==> src/rtl/ilv4_pkg.sv <==
package ilv4_pkg;
  localparam int unsigned HW_BITS = 16;
  localparam int unsigned NREG    = 4;

  typedef logic [63:0] addr_t;
  typedef logic [15:0] half_t;

  // base + sext(imm) * four vectors of halfwords, wrapping mod 2^64
  function automatic addr_t start_addr(addr_t base, logic [3:0] imm, int unsigned vlen);
    addr_t off;
    off = {{60{imm[3]}}, imm} * addr_t'(vlen / 2);
    return base + off;
  endfunction
endpackage

==> src/rtl/ilv4_seq.sv <==
module ilv4_seq #(
  parameter int unsigned ELEMS = 8,
  localparam int unsigned EW   = $clog2(ELEMS)
) (
  input  logic          clk_i,
  input  logic          rst_ni,
  input  logic          launch_i,
  input  logic          step_i,
  output logic [EW-1:0] elem_o,
  output logic [1:0]    reg_o,
  output logic          busy_o,
  output logic          done_o
);
  logic [EW-1:0] elem_q;
  logic [1:0]    reg_q;
  logic          busy_q, done_q, last_slot;

  assign last_slot = (elem_q == EW'(ELEMS - 1)) && (reg_q == 2'd3);

  always_ff @(posedge clk_i or negedge rst_ni) begin
    if (!rst_ni) begin
      elem_q <= '0;
      reg_q  <= '0;
      busy_q <= 1'b0;
      done_q <= 1'b0;
    end else begin
      done_q <= 1'b0;
      if (launch_i) begin
        elem_q <= '0;
        reg_q  <= '0;
        busy_q <= 1'b1;
      end else if (busy_q && step_i) begin
        if (last_slot) begin
          busy_q <= 1'b0;
          done_q <= 1'b1;
        end else begin
          reg_q <= reg_q + 2'd1;
          if (reg_q == 2'd3) elem_q <= elem_q + EW'(1);
        end
      end
    end
  end

  assign elem_o = elem_q;
  assign reg_o  = reg_q;
  assign busy_o = busy_q;
  assign done_o = done_q;
endmodule

==> src/rtl/ilv4_addr_gen.sv <==
module ilv4_addr_gen
  import ilv4_pkg::*;
#(
  parameter int unsigned VLEN = 128
) (
  input  logic       clk_i,
  input  logic       rst_ni,
  input  logic       launch_i,
  input  logic       step_i,
  input  addr_t      base_i,
  input  logic [3:0] imm_i,
  output addr_t      addr_o
);
  addr_t addr_q;

  always_ff @(posedge clk_i or negedge rst_ni) begin
    if (!rst_ni)       addr_q <= '0;
    else if (launch_i) addr_q <= start_addr(base_i, imm_i, VLEN);
    else if (step_i)   addr_q <= addr_q + addr_t'(2);
  end

  assign addr_o = addr_q;
endmodule

==> src/rtl/ilv4_slot_mux.sv <==
module ilv4_slot_mux
  import ilv4_pkg::*;
#(
  parameter int unsigned VLEN   = 128,
  localparam int unsigned ELEMS = VLEN / HW_BITS,
  localparam int unsigned PBITS = VLEN / 8,
  localparam int unsigned EW    = $clog2(ELEMS)
) (
  input  logic [NREG-1:0][VLEN-1:0] vec_i,
  input  logic [PBITS-1:0]          pred_i,
  input  logic [EW-1:0]             elem_i,
  input  logic [1:0]                reg_i,
  output half_t                     data_o,
  output logic                      active_o
);
  half_t      lane [NREG][ELEMS];
  logic [ELEMS-1:0] act_bits;

  for (genvar r = 0; r < NREG; r++) begin : g_reg
    for (genvar e = 0; e < ELEMS; e++) begin : g_elem
      assign lane[r][e] = vec_i[r][e*HW_BITS +: HW_BITS];
    end
  end

  // halfword element e is governed by predicate bit 2e
  for (genvar e = 0; e < ELEMS; e++) begin : g_pred
    assign act_bits[e] = pred_i[2*e];
  end

  assign data_o   = lane[reg_i][elem_i];
  assign active_o = act_bits[elem_i];
endmodule

==> src/rtl/ilv4_store.sv <==
module ilv4_store
  import ilv4_pkg::*;
#(
  parameter int unsigned VLEN   = 128,
  localparam int unsigned ELEMS = VLEN / HW_BITS,
  localparam int unsigned PBITS = VLEN / 8,
  localparam int unsigned EW    = $clog2(ELEMS)
) (
  input  logic             clk_i,
  input  logic             rst_ni,
  input  logic             start_i,
  input  logic [63:0]      base_i,
  input  logic [3:0]       imm_i,
  input  logic [PBITS-1:0] pred_i,
  input  logic [VLEN-1:0]  vec0_i,
  input  logic [VLEN-1:0]  vec1_i,
  input  logic [VLEN-1:0]  vec2_i,
  input  logic [VLEN-1:0]  vec3_i,
  input  logic             mem_ready_i,
  output logic [63:0]      mem_addr_o,
  output logic [15:0]      mem_data_o,
  output logic             mem_we_o,
  output logic             busy_o,
  output logic             done_o
);
  logic [NREG-1:0][VLEN-1:0] vec_q;
  logic [PBITS-1:0]          pred_q;
  logic [EW-1:0]             elem;
  logic [1:0]                regi;
  logic                      busy, launch, step, active;

  assign launch = start_i && !busy;
  assign step   = busy && (!active || mem_ready_i);

  always_ff @(posedge clk_i or negedge rst_ni) begin
    if (!rst_ni) begin
      vec_q  <= '0;
      pred_q <= '0;
    end else if (launch) begin
      vec_q  <= {vec3_i, vec2_i, vec1_i, vec0_i};
      pred_q <= pred_i;
    end
  end

  ilv4_seq #(.ELEMS(ELEMS)) u_seq (
    .clk_i    (clk_i),
    .rst_ni   (rst_ni),
    .launch_i (launch),
    .step_i   (step),
    .elem_o   (elem),
    .reg_o    (regi),
    .busy_o   (busy),
    .done_o   (done_o)
  );

  ilv4_addr_gen #(.VLEN(VLEN)) u_addr (
    .clk_i    (clk_i),
    .rst_ni   (rst_ni),
    .launch_i (launch),
    .step_i   (step),
    .base_i   (base_i),
    .imm_i    (imm_i),
    .addr_o   (mem_addr_o)
  );

  ilv4_slot_mux #(.VLEN(VLEN)) u_mux (
    .vec_i    (vec_q),
    .pred_i   (pred_q),
    .elem_i   (elem),
    .reg_i    (regi),
    .data_o   (mem_data_o),
    .active_o (active)
  );

  assign mem_we_o = busy && active;
  assign busy_o   = busy;
endmodule

==> config.mk <==
export PLATFORM = sky130hd
export DESIGN_NAME = ilv4_store
export DESIGN_NICKNAME = d
export VERILOG_FILES = /design/src/rtl/ilv4_pkg.sv /design/src/rtl/ilv4_seq.sv /design/src/rtl/ilv4_addr_gen.sv /design/src/rtl/ilv4_slot_mux.sv /design/src/rtl/ilv4_store.sv
export SDC_FILE = /design/constraint.sdc
export NUM_CORES = 2
export LEC_CHECK = 0
export BUFFER_PORTS_ARGS = -buffer_cell sky130_fd_sc_hd__buf_2
export CORE_AREA = 2 2 262 264
export CTS_BUF_LIST = sky130_fd_sc_hd__clkbuf_8
export DETAILED_ROUTE_END_ITERATION = 10
export DIE_AREA = 0 0 264 266
export PLACE_DENSITY_LB_ADDON = 0.1
export SETUP_SLACK_MARGIN = 0.4
export SYNTH_ARGS = -nofsm -noshare
export SYNTH_HDL_FRONTEND = slang
export SYNTH_SLANG_ARGS = --single-unit
==> constraint.sdc <==
create_clock -name clk_i -period 6.15 [get_ports clk_i]
set_clock_uncertainty 0.05 [all_clocks]
set_input_delay 0.3075 -clock clk_i [delete_from_list [all_inputs] [get_ports clk_i]]
set_output_delay 0.3075 -clock clk_i [all_outputs]
set_load 0.005 [all_outputs]
==> impl_metrics.tcl <==
set metrics [dict create \
    slew_violations 0 \
    slew_headroom_pct 31.66 \
    setup_tns_ns 0 \
    crit_slowest_cell "dfrtp_4" \
    cp_cell_sequence "buf_4 > mux4_2 > mux4_2 > mux2_2 > buf_2" \
    clk-insertion-delay-late_ns 0.71 \
    synth_top_area_share_pct 48.28 \
    p_leak_nw 21.31 \
    maxCapViolCount 0 \
    synth_edf_count 0 \
    layout_common_cells "nand2_1, buf_2, dfrtp_1" \
    syn_area_um2 30630 \
    antenna_found_initial 42 \
    cts_tree "built" \
    ys_seq_elements 591 \
    cts_buffers 101 \
    fin_crit_sh_pct 67.07 \
    drcViolationCount 0 \
    vdd_drop_max_mv 0.2553 \
    power_density_nw_per_um2 432.6 \
    placed_area_um2 34740 \
    ys_types 67 \
    worstPathRequired_ns 5.79 \
    rsz0062_at_grt "no" \
    ys_top_cells_by_area "dfrtp_1, nand2_1, mux4_2" \
    drt_iter0_drc 2328 \
    start_kind "flip-flop" \
    dieArea_um2 70220 \
    grt_overflow 0 \
    rows 96 \
    htree_levels 3 \
    grt_pass1_wl_mm 169.7 \
    finalPower_mw 18.27 \
    async_flop_share_pct 100.0 \
    status "finished, final reports clean" \
    worst_pin_slew_ns 1.025 \
    cts_sinks 591 \
    drt_pass1_iterations 5 \
    fp.dieW_um 264 \
    initial_utilization_pct 45.22 \
    fp.dieH_um 266 \
    syn_nets 4048 \
    drive_above_1_share_pct 22.87 \
    cp-end-kind "primary output" \
    gp_congestion 0.9284 \
    ys.warnings.count 0 \
    vias 29329 \
    cts_root_buf "clkbuf_8" \
    fin_area_um2 42240 \
    syn2layout_area_growth_pct 37.90 \
    syn_inst 3386 \
    nNetsFinal 5184 \
    mostFrequentLayoutCell "nand2_1" \
    vias_per_cell 5.306 \
    drtAntennaViolNets 0 \
    hp-class "in2reg" \
    dp_slack_ns 2.142 \
    core_um2 67750 \
    path_max_fanout 53 \
    grt_pass1_vias 29585 \
    cpPeakStageDelay_ns 1.02 \
    routed_wl_mm 111.3 \
    worstSetupPathType "reg2out" \
    crit_top_cell "mux4_2" \
    instances_no_fill 5527 \
    seq_area_um2 14800 \
    wl_per_cell_um 20.13 \
    dp.cells 4769 \
    grt_max_degree 206 \
    synth-main-ff-cell "dfrtp_1" \
    ctsResizeCount 0 \
    synth-seq-area-share_pct 48.28 \
    nFillCells 5742 \
    io_pins 683 \
    synth_area_leader_cell "dfrtp_1" \
    hold_viol 0 \
    cts_buffer_depth 3 \
    fin_crit_ns 4.125 \
    arrival_ns 3.77 \
    clk_pin_slew_worst_paths_ns 0.06 \
    layout_setup_ws_ns 2.025 \
    hpwlAfterDp_mm 76.74 \
    multi_input_area_um2 15050 \
    grt_use_total_pct 31.35 \
    avgSynthCellArea_um2 9.047 \
    fmax_ghz 0.2424 \
    io_buffer_count 674 \
    setup_viol_count_final 0 \
]
## power breakdown
| part | switching, mW | internal [mW] |
|---|---|---|
| clock network | 1.69 | 1.95 |
| logic | 4.02 | 3.61 |
| registers | 1.35 | 5.65 |
## synth_stat cells, types with 22 or more instances
| cell type | instances |
|---|---|
| xnor2_1 | 42 |
| nor2_1 | 92 |
| nand4_1 | 34 |
| nor3_1 | 22 |
| ha_1 | 61 |
| dfrtp_1 | 591 |
| a21o_1 | 39 |
| xor2_1 | 36 |
| mux4_2 | 162 |
| o21ai_0 | 65 |
| a21oi_1 | 125 |
| nand2_1 | 1668 |
| nand3_1 | 43 |
| clkbuf_1 | 182 |
## kinds of logic after synthesis
family | share of synthesized area (%)
compound gates | 6.858
xor+xnor | 2.230
fa+ha+maj | 2.557
buf+inv | 2.655
flops | 48.28
mux | 12.67
simple gates | 24.75
## worst max-delay path: cells and delay by family, from the launching register on
kind	cells	cell delay (ns)
mux	3	1.37
buf+inv	2	0.65
flops	1	1.02
## stage by stage
stage,utilization [%],hold WS [ns]
after floorplan,-,-0.03809
after global placement,51.28,0.2824
after detailed placement,51.28,0.2756
after CTS,62.20,0.006899
after global routing,62.32,0.05605
final,62.35,0.07226
## final timing paths
kind | startpoint | endpoint | slack (ns) | depth (start not counted)
setup reg to reg | u_seq.elem_o[1] | u_addr.addr_o[50] | 2.28 | 10
hold reg to reg | vec_q[254] | vec_q[254] | 0.42 | 2
min in group asynchronous | rst_ni | vec_q[365] | 0.11 | 2
max in group asynchronous | rst_ni | vec_q[419] | 4.23 | 4
hold / removal | base_i[62] | u_addr.addr_o[62] | 0.07 | 4
setup / recovery | u_seq.reg_o[1] | mem_data_o[3] | 2.03 | 5
## layer usage
layer  track usage (%)  routed length, um
met5                 0                 95
met4             12.71               4431
met3             5.555               7814
met2             50.88              52730
met1             41.91              46210
## what timing repair did
item                                   CTS  global route
setup endpoints to repair                0             0
hold buffers                           532             0
buffers inserted                         0             0
endpoints found under the hold margin  599             0
## registers in the layout, indices dropped and copies added (netlist names)
name and cells:
vec_q 512, u_addr.addr_o 64, pred_q 8, u_seq.elem_o 3, u_seq.reg_o 2, u_seq.busy_o 1, u_seq.done_o 1
## final cells by class
class | count | share of cell area (%)
inverter | 15 | 0.1333
tap | 882 | 2.612
antenna | 41 | 0.2429
sequential | 591 | 35.03
clock buffer | 127 | 4.138
multi-input combinational | 2579 | 35.63
clock inverter | 58 | 0.7672
timing repair buffer | 1234 | 21.44
(Power assumes the default switching activity.)
